**src/rtl/memfill_pkg.sv**
```systemverilog
package memfill_pkg;
  typedef enum logic [1:0] {
    ST_IDLE   = 2'b00,
    ST_ACTIVE = 2'b01,
    ST_PAUSED = 2'b10
  } chan_st_e;

  localparam logic [2:0] MODE_MEMINIT = 3'b100;

  localparam logic [2:0] RA_CTRL = 3'd0;
  localparam logic [2:0] RA_DST  = 3'd1;
  localparam logic [2:0] RA_SIZE = 3'd2;
  localparam logic [2:0] RA_PLO  = 3'd3;
  localparam logic [2:0] RA_PHI  = 3'd4;
  localparam logic [2:0] RA_ERR  = 3'd5;

  localparam logic [31:0] CTRL_RST   = 32'h0000_4400;
  localparam logic [31:0] CTRL_WMASK = 32'h0000_FF10;
endpackage

```
**src/rtl/memfill_regs.sv**
```systemverilog
module memfill_regs #(
  parameter int ADDR_W = 32
) (
  input  logic              clk,
  input  logic              rst_n,
  input  logic              reg_we,
  input  logic [2:0]        reg_addr,
  input  logic [31:0]       reg_wdata,
  input  logic              mode_we,
  input  logic [2:0]        mode_val,
  output logic [31:0]       ctrl_q,
  output logic [ADDR_W-1:0] dst_q,
  output logic [31:0]       size_q,
  output logic [63:0]       pat_q,
  output logic              err_clr
);
  import memfill_pkg::*;

  logic [31:0] ctrl_d;
  logic        ctrl_en, dst_en, size_en, plo_en, phi_en;

  assign dst_en  = reg_we && (reg_addr == RA_DST);
  assign size_en = reg_we && (reg_addr == RA_SIZE);
  assign plo_en  = reg_we && (reg_addr == RA_PLO);
  assign phi_en  = reg_we && (reg_addr == RA_PHI);
  assign err_clr = reg_we && (reg_addr == RA_ERR) && reg_wdata[0];
  assign ctrl_en = mode_we || (reg_we && (reg_addr == RA_CTRL));

  // Mode bits are only reachable through the dedicated select.
  always_comb begin
    ctrl_d = ctrl_q;
    if (reg_we && (reg_addr == RA_CTRL))
      ctrl_d = (reg_wdata & CTRL_WMASK) | {29'd0, ctrl_q[2:0]};
    if (mode_we)
      ctrl_d[2:0] = mode_val;
  end

  always_ff @(posedge clk or negedge rst_n) begin
    if (!rst_n) begin
      ctrl_q <= CTRL_RST;
      dst_q  <= '0;
      size_q <= '0;
      pat_q  <= '0;
    end else begin
      if (ctrl_en) ctrl_q        <= ctrl_d;
      if (dst_en)  dst_q         <= reg_wdata[ADDR_W-1:0];
      if (size_en) size_q        <= reg_wdata;
      if (plo_en)  pat_q[31:0]   <= reg_wdata;
      if (phi_en)  pat_q[63:32]  <= reg_wdata;
    end
  end
endmodule

```
**src/rtl/memfill_fsm.sv**
```systemverilog
module memfill_fsm (
  input  logic       clk,
  input  logic       rst_n,
  input  logic       cmd_start,
  input  logic       cmd_stop,
  input  logic       cmd_pause,
  input  logic       cmd_restart,
  input  logic       size_ok,
  input  logic       beat_acc,
  input  logic       blk_last,
  input  logic       err_clr,
  output memfill_pkg::chan_st_e st_q,
  output logic       err_q,
  output logic       done_q,
  output logic       load
);
  import memfill_pkg::*;

  chan_st_e st_d;
  logic     err_set, err_d, fin;

  // Highest-priority command is judged against the current state.
  always_comb begin
    st_d    = st_q;
    err_set = 1'b0;
    load    = 1'b0;
    if (cmd_stop) begin
      if (st_q == ST_ACTIVE)      st_d = ST_IDLE;
      else if (st_q == ST_PAUSED) err_set = 1'b1;
    end else if (cmd_pause) begin
      if (st_q == ST_ACTIVE) st_d = ST_PAUSED;
      else                   err_set = 1'b1;
    end else if (cmd_restart) begin
      if (st_q == ST_PAUSED) st_d = ST_ACTIVE;
      else                   err_set = 1'b1;
    end else if (cmd_start) begin
      if ((st_q != ST_ACTIVE) && size_ok) begin
        st_d = ST_ACTIVE;
        load = 1'b1;
      end else begin
        err_set = 1'b1;
      end
    end
    fin = (st_q == ST_ACTIVE) && beat_acc && blk_last;
    if (fin) st_d = ST_IDLE;
    err_d = err_set || (err_q && !err_clr);
  end

  always_ff @(posedge clk or negedge rst_n) begin
    if (!rst_n) begin
      st_q   <= ST_IDLE;
      err_q  <= 1'b0;
      done_q <= 1'b0;
    end else begin
      st_q   <= st_d;
      err_q  <= err_d;
      done_q <= fin;
    end
  end
endmodule

```
**src/rtl/memfill_beat.sv**
```systemverilog
module memfill_beat #(
  parameter int ADDR_W = 32,
  parameter int CNT_W  = 8
) (
  input  logic              clk,
  input  logic              rst_n,
  input  logic              load,
  input  logic              adv,
  input  logic [ADDR_W-1:0] dst,
  input  logic [CNT_W-1:0]  beats,
  input  logic [63:0]       pat,
  input  logic [3:0]        dst_lim,
  output logic [ADDR_W-1:0] addr_q,
  output logic [63:0]       data_q,
  output logic              blk_last,
  output logic              burst_last
);
  localparam logic [ADDR_W-1:0] STEP = ADDR_W'(8);

  logic [CNT_W-1:0]  left_q, left_d;
  logic [ADDR_W-1:0] addr_d, bmask, nxt_addr;
  logic              en;

  assign en       = load || adv;
  assign nxt_addr = addr_q + STEP;
  assign bmask    = (STEP << dst_lim) - ADDR_W'(1);
  assign blk_last = (left_q == CNT_W'(1));
  assign burst_last = blk_last || ((nxt_addr & bmask) == '0);

  always_comb begin
    if (load) begin
      addr_d = {dst[ADDR_W-1:3], 3'b000};
      left_d = beats;
    end else begin
      addr_d = nxt_addr;
      left_d = left_q - CNT_W'(1);
    end
  end

  always_ff @(posedge clk or negedge rst_n) begin
    if (!rst_n) begin
      addr_q <= '0;
      left_q <= '0;
      data_q <= '0;
    end else begin
      if (en)   addr_q <= addr_d;
      if (en)   left_q <= left_d;
      if (load) data_q <= pat;
    end
  end
endmodule

```
**src/rtl/memfill_chan.sv**
```systemverilog
module memfill_chan #(
  parameter int ADDR_W   = 32,
  parameter int SIZE_MIN = 8,
  parameter int SIZE_MAX = 1 << 24
) (
  input  logic              clk,
  input  logic              rst_n,
  input  logic              reg_we,
  input  logic [2:0]        reg_addr,
  input  logic [31:0]       reg_wdata,
  input  logic              mode_we,
  input  logic [2:0]        mode_val,
  input  logic              cmd_start,
  input  logic              cmd_stop,
  input  logic              cmd_pause,
  input  logic              cmd_restart,
  output logic [31:0]       ctrl_o,
  output logic [1:0]        state_o,
  output logic              err_o,
  output logic              done_o,
  output logic              wr_valid,
  input  logic              wr_ready,
  output logic [ADDR_W-1:0] wr_addr,
  output logic [63:0]       wr_data,
  output logic              wr_last
);
  import memfill_pkg::*;

  localparam int CNT_W = $clog2((SIZE_MAX >> 3) + 1);

  logic [ADDR_W-1:0] dst_q;
  logic [31:0]       size_q;
  logic [63:0]       pat_q;
  logic              err_clr, size_ok, beat_acc, blk_last, load;
  chan_st_e          st_q;

  memfill_regs #(.ADDR_W(ADDR_W)) u_regs (
    .clk(clk), .rst_n(rst_n), .reg_we(reg_we), .reg_addr(reg_addr),
    .reg_wdata(reg_wdata), .mode_we(mode_we), .mode_val(mode_val),
    .ctrl_q(ctrl_o), .dst_q(dst_q), .size_q(size_q), .pat_q(pat_q),
    .err_clr(err_clr)
  );

  assign size_ok  = (size_q >= 32'(SIZE_MIN)) && (size_q <= 32'(SIZE_MAX));
  assign wr_valid = (st_q == ST_ACTIVE);
  assign beat_acc = wr_valid && wr_ready;
  assign state_o  = st_q;

  memfill_fsm u_fsm (
    .clk(clk), .rst_n(rst_n), .cmd_start(cmd_start), .cmd_stop(cmd_stop),
    .cmd_pause(cmd_pause), .cmd_restart(cmd_restart), .size_ok(size_ok),
    .beat_acc(beat_acc), .blk_last(blk_last), .err_clr(err_clr),
    .st_q(st_q), .err_q(err_o), .done_q(done_o), .load(load)
  );

  memfill_beat #(.ADDR_W(ADDR_W), .CNT_W(CNT_W)) u_beat (
    .clk(clk), .rst_n(rst_n), .load(load), .adv(beat_acc), .dst(dst_q),
    .beats(size_q[CNT_W+2:3]), .pat(pat_q), .dst_lim(ctrl_o[15:12]),
    .addr_q(wr_addr), .data_q(wr_data), .blk_last(blk_last),
    .burst_last(wr_last)
  );
endmodule

```
**config.mk**
```make
export PLATFORM = sky130hd
export DESIGN_NAME = memfill_chan
export DESIGN_NICKNAME = d
export VERILOG_FILES = /design/src/rtl/memfill_pkg.sv /design/src/rtl/memfill_regs.sv /design/src/rtl/memfill_fsm.sv /design/src/rtl/memfill_beat.sv /design/src/rtl/memfill_chan.sv
export SDC_FILE = /design/constraint.sdc
export NUM_CORES = 1
export LEC_CHECK = 0
export ABC_AREA = 1
export BUFFER_PORTS_ARGS = -buffer_cell sky130_fd_sc_hd__clkbuf_2
export CAP_MARGIN = 20
export CORE_MARGIN = 2
export CORE_UTILIZATION = 50
export DETAILED_ROUTE_END_ITERATION = 12
export PLACE_DENSITY = 0.72
export SLEW_MARGIN = 10
export SYNTH_ARGS = -nofsm -noshare
export SYNTH_HDL_FRONTEND = slang
export SYNTH_SLANG_ARGS = --single-unit
```
**constraint.sdc**
```tcl
create_clock -name clk -period 2 [get_ports clk]
set_input_delay 0.1 -clock clk [delete_from_list [all_inputs] [get_ports clk]]
set_output_delay 0.1 -clock clk [all_outputs]
set_load 0.02 [all_outputs]
```
==> flow_summary.json <==
{
  "outcome": "finished with violations",
  "violations": "negative setup slack",
  "endpoint": "wr_last",
  "drive_gt1_frac": 0.207,
  "area_growth_pct": 28.5,
  "die_area_um2": 24800,
  "clk_latency_ns": 0.53,
  "r2r_start": "u_regs.size_q[6]",
  "r2r_end": "u_beat.data_q[13]",
  "final_common_cell": "nand2_1",
  "fillers": 1924,
  "regToRegSetupSlack_ns": 0.05,
  "place.gp.congestion": 0.894,
  "cpPeakStageDelay_ns": 0.35,
  "ant_nets": 0,
  "yosysUniqueCellTypes": 36,
  "setup_ws_ns": -0.361,
  "pwr-share-clk": 0.307,
  "io_pins": 181,
  "skew_ns": 0.0132,
  "ys_seq_area_frac": 0.544,
  "irDropWorstVdd_uv": 735,
  "path_clk_slew_ns": 0.06,
  "drv_cap": 0,
  "rows": 56,
  "synth_cells": 1465,
  "pwr-share-comb": 0.281,
  "synth_area_leaders": "dfrtp_1, nand2_1, o21ai_0",
  "startpoint": "u_beat.addr_q[18]",
  "ys_seq_elements": 256,
  "switchingPower_uw": 6080,
  "cp.buffers_inverters": 1,
  "grt_pass1_wl_um": 51900,
  "firstDrtPassIters": 6,
  "vias": 10700,
  "p_int_uw": 11600,
  "total_power_uw": 17700,
  "cts_root_buf": "clkbuf_16",
  "async_reset_ff_frac": 1.00,
  "core_um2": 23300,
  "worst-path-stages": 13,
  "crit_path_end_kind": "primary output",
  "wl_per_cell_um": 16.5,
  "dp_cells": 1955,
  "yosys_warnings": 0,
  "clock_sinks": 256,
  "slew_headroom": 0.575,
  "drc_errors": 0,
  "post-route-min-period_ns": 2.36,
  "cp.arrival_ns": 2.26,
  "hold_viol": 0,
  "htreeDepth": 1,
  "yosysTopAreaCellShare": 0.540,
  "tightest_slew_ns": 0.637,
  "min_period_over_period": 1.18,
  "dp_slack_ns": 0.00750,
  "synth_ff_type": "dfrtp_1",
  "crit_type": "reg -> out",
  "antenna_found_initial": 0,
  "final_nets": 1782,
  "grt_pass1_vias": 10000,
  "seqPwrFrac": 0.412,
  "whs_path_depth": 3,
  "start_kind": "register",
  "timing.fmax_mhz": 424,
  "crit_family": "simple AND/OR/NAND/NOR gates",
  "die_w_um": 157,
  "drtIter0Drc": 944,
  "synth_edf_count": 0,
  "critPathMaxFanout": 4,
  "power.leakage_uw": 0.00801,
  "path_cells": "nand2_1, nor2_1, nand2_1, nor2_1, nand2_1, nand2_1, nand2_1, nand2_1, nand2_1, nor2_1, nand2_2, nand2_2, buf_8",
  "start_util": 0.506,
  "final-instance-count-excl-fill": 2069,
  "syn_avg_cell_area_um2": 8.04,
  "grt_usage": 0.266,
  "swShare": 0.343,
  "required_ns": 1.90,
  "synth_area_leader_cell": "dfrtp_1",
  "io_buffers": 157,
  "hold_path.class": "in -> reg",
  "place_area_um2": 13300,
  "syn_area_um2": 11800,
  "dp_hpwl_um": 22400,
  "setup_viol": 1,
  "stdcell_area_um2": 15100,
  "grt_max_degree": 76,
  "clock_path_buffers": 3,
  "cts_buffers": 27,
  "power_density_nw_per_um2": 1170,
  "rsz0062_at_grt": "yes",
  "cts_tree": "done",
  "n_antenna_cell": 0,
  "r2r_cells": 13,
  "cpMaxStageDelayCell": "dfrtp_1",
  "finalWirelength_um": 34100,
  "drv_slew": 0,
  "setup_tns_ns": -0.361,
  "die_h_um": 157,
  "grt-ovfl-total": 0,
  "viasPerCell": 5.17,
  "crit_top_cell": "nand2_1",
  "layout_common_cells": "nand2_1, dfrtp_1, clkbuf_2"
}
power groups by stage:
stage               sequential (µW)  clock [µW]  combinational, µW
floorplan                      7730           0               2310
global placement               7260           0               4500
detailed placement             7300           0               4590
CTS                            7260        5510               4830
global route                   7430        5750               5520
finish                         7310        5440               4970
timing repair:
| item | CTS | global route |
|---|---|---|
| cloned | 0 | 4 |
| resized for setup | 29 | 40 |
| setup buffers | 8 | 15 |
| endpoints found under the hold margin | 165 | 0 |
| pin swaps | 13 | 24 |
| hold buffers | 39 | 0 |
| endpoints found under the setup margin | 1 | 95 |
worst min-delay path by stage:
stage	startpoint	to
CTS	reg_wdata[14]	u_regs.dst_q[14]
finish	reg_wdata[14]	u_regs.dst_q[14]
detailed placement	rst_n	u_regs.ctrl_q[13]
floorplan	rst_n	u_beat.addr_q[10]
global placement	rst_n	u_regs.ctrl_q[13]
global route	reg_wdata[14]	u_regs.pat_q[46]
metrics by stage:
stage,hold WS (ns),util
after floorplan,-0.196,-
after global placement,0.137,0.571
after detailed placement,0.133,0.571
after CTS,0.0398,0.637
after global routing,0.0603,0.651
final,0.0432,0.651
registers in the layout, indices dropped and copies added, names as in the netlist, 2 cells and up:
name           flops
u_fsm.st_q         2
u_beat.addr_q     29
u_regs.ctrl_q     12
u_regs.pat_q      64
u_beat.data_q     64
u_beat.left_q     22
u_regs.dst_q      29
u_regs.size_q     32
metal layers:
layer,part of all wire,GRT usage,wire length (µm)
met1,0.44,0.381,15100
met2,0.46,0.420,15700
met3,0.068,0.0487,2330
met4,0.025,0.0706,866
met5,0,0,0
worst register-to-register path: cells and delay by family (launching register included):
family / cells / cell delay, ns
flip-flops: 1 / 0.42
buffers and inverters: 4 / 0.57
AND/OR/NAND/NOR: 9 / 0.86
cells in the mapped netlist (11+ instances only):
| cell | instances |
|---|---|
| buf_2 | 11 |
| buf_4 | 30 |
| clkbuf_1 | 30 |
| nand2_1 | 587 |
| xor2_1 | 17 |
| inv_1 | 109 |
| nand4_1 | 15 |
| o21ai_0 | 159 |
| xnor2_1 | 11 |
| nand3_1 | 83 |
| dfrtp_1 | 254 |
| nor3_1 | 12 |
| nor2_1 | 93 |
layout make-up:
class	count	area [µm²]	area share
inverters	112	430	0.0284
multi-input cells	1041	4750	0.314
repair buffers	293	2170	0.143
well taps	319	399	0.0264
clock buffers	34	742	0.0490
flip-flops and latches	256	6410	0.424
clock inverters	14	230	0.0152
logic make-up (layout without fill, tap and decap cells):
family	count (synthesis)	in the layout	synth area share
multiplexers	3	3	0.00287
adder cells (fa/ha/maj)	4	4	0.00425
other	1	23	0.000318
buffers and inverters	190	453	0.0740
XOR/XNOR	28	28	0.0208
AO/OA/AOI/OAI	167	167	0.0716
flip-flops	256	256	0.544
AND/OR/NAND/NOR	816	816	0.282
Note: power is estimated with default switching activity, not from simulation.
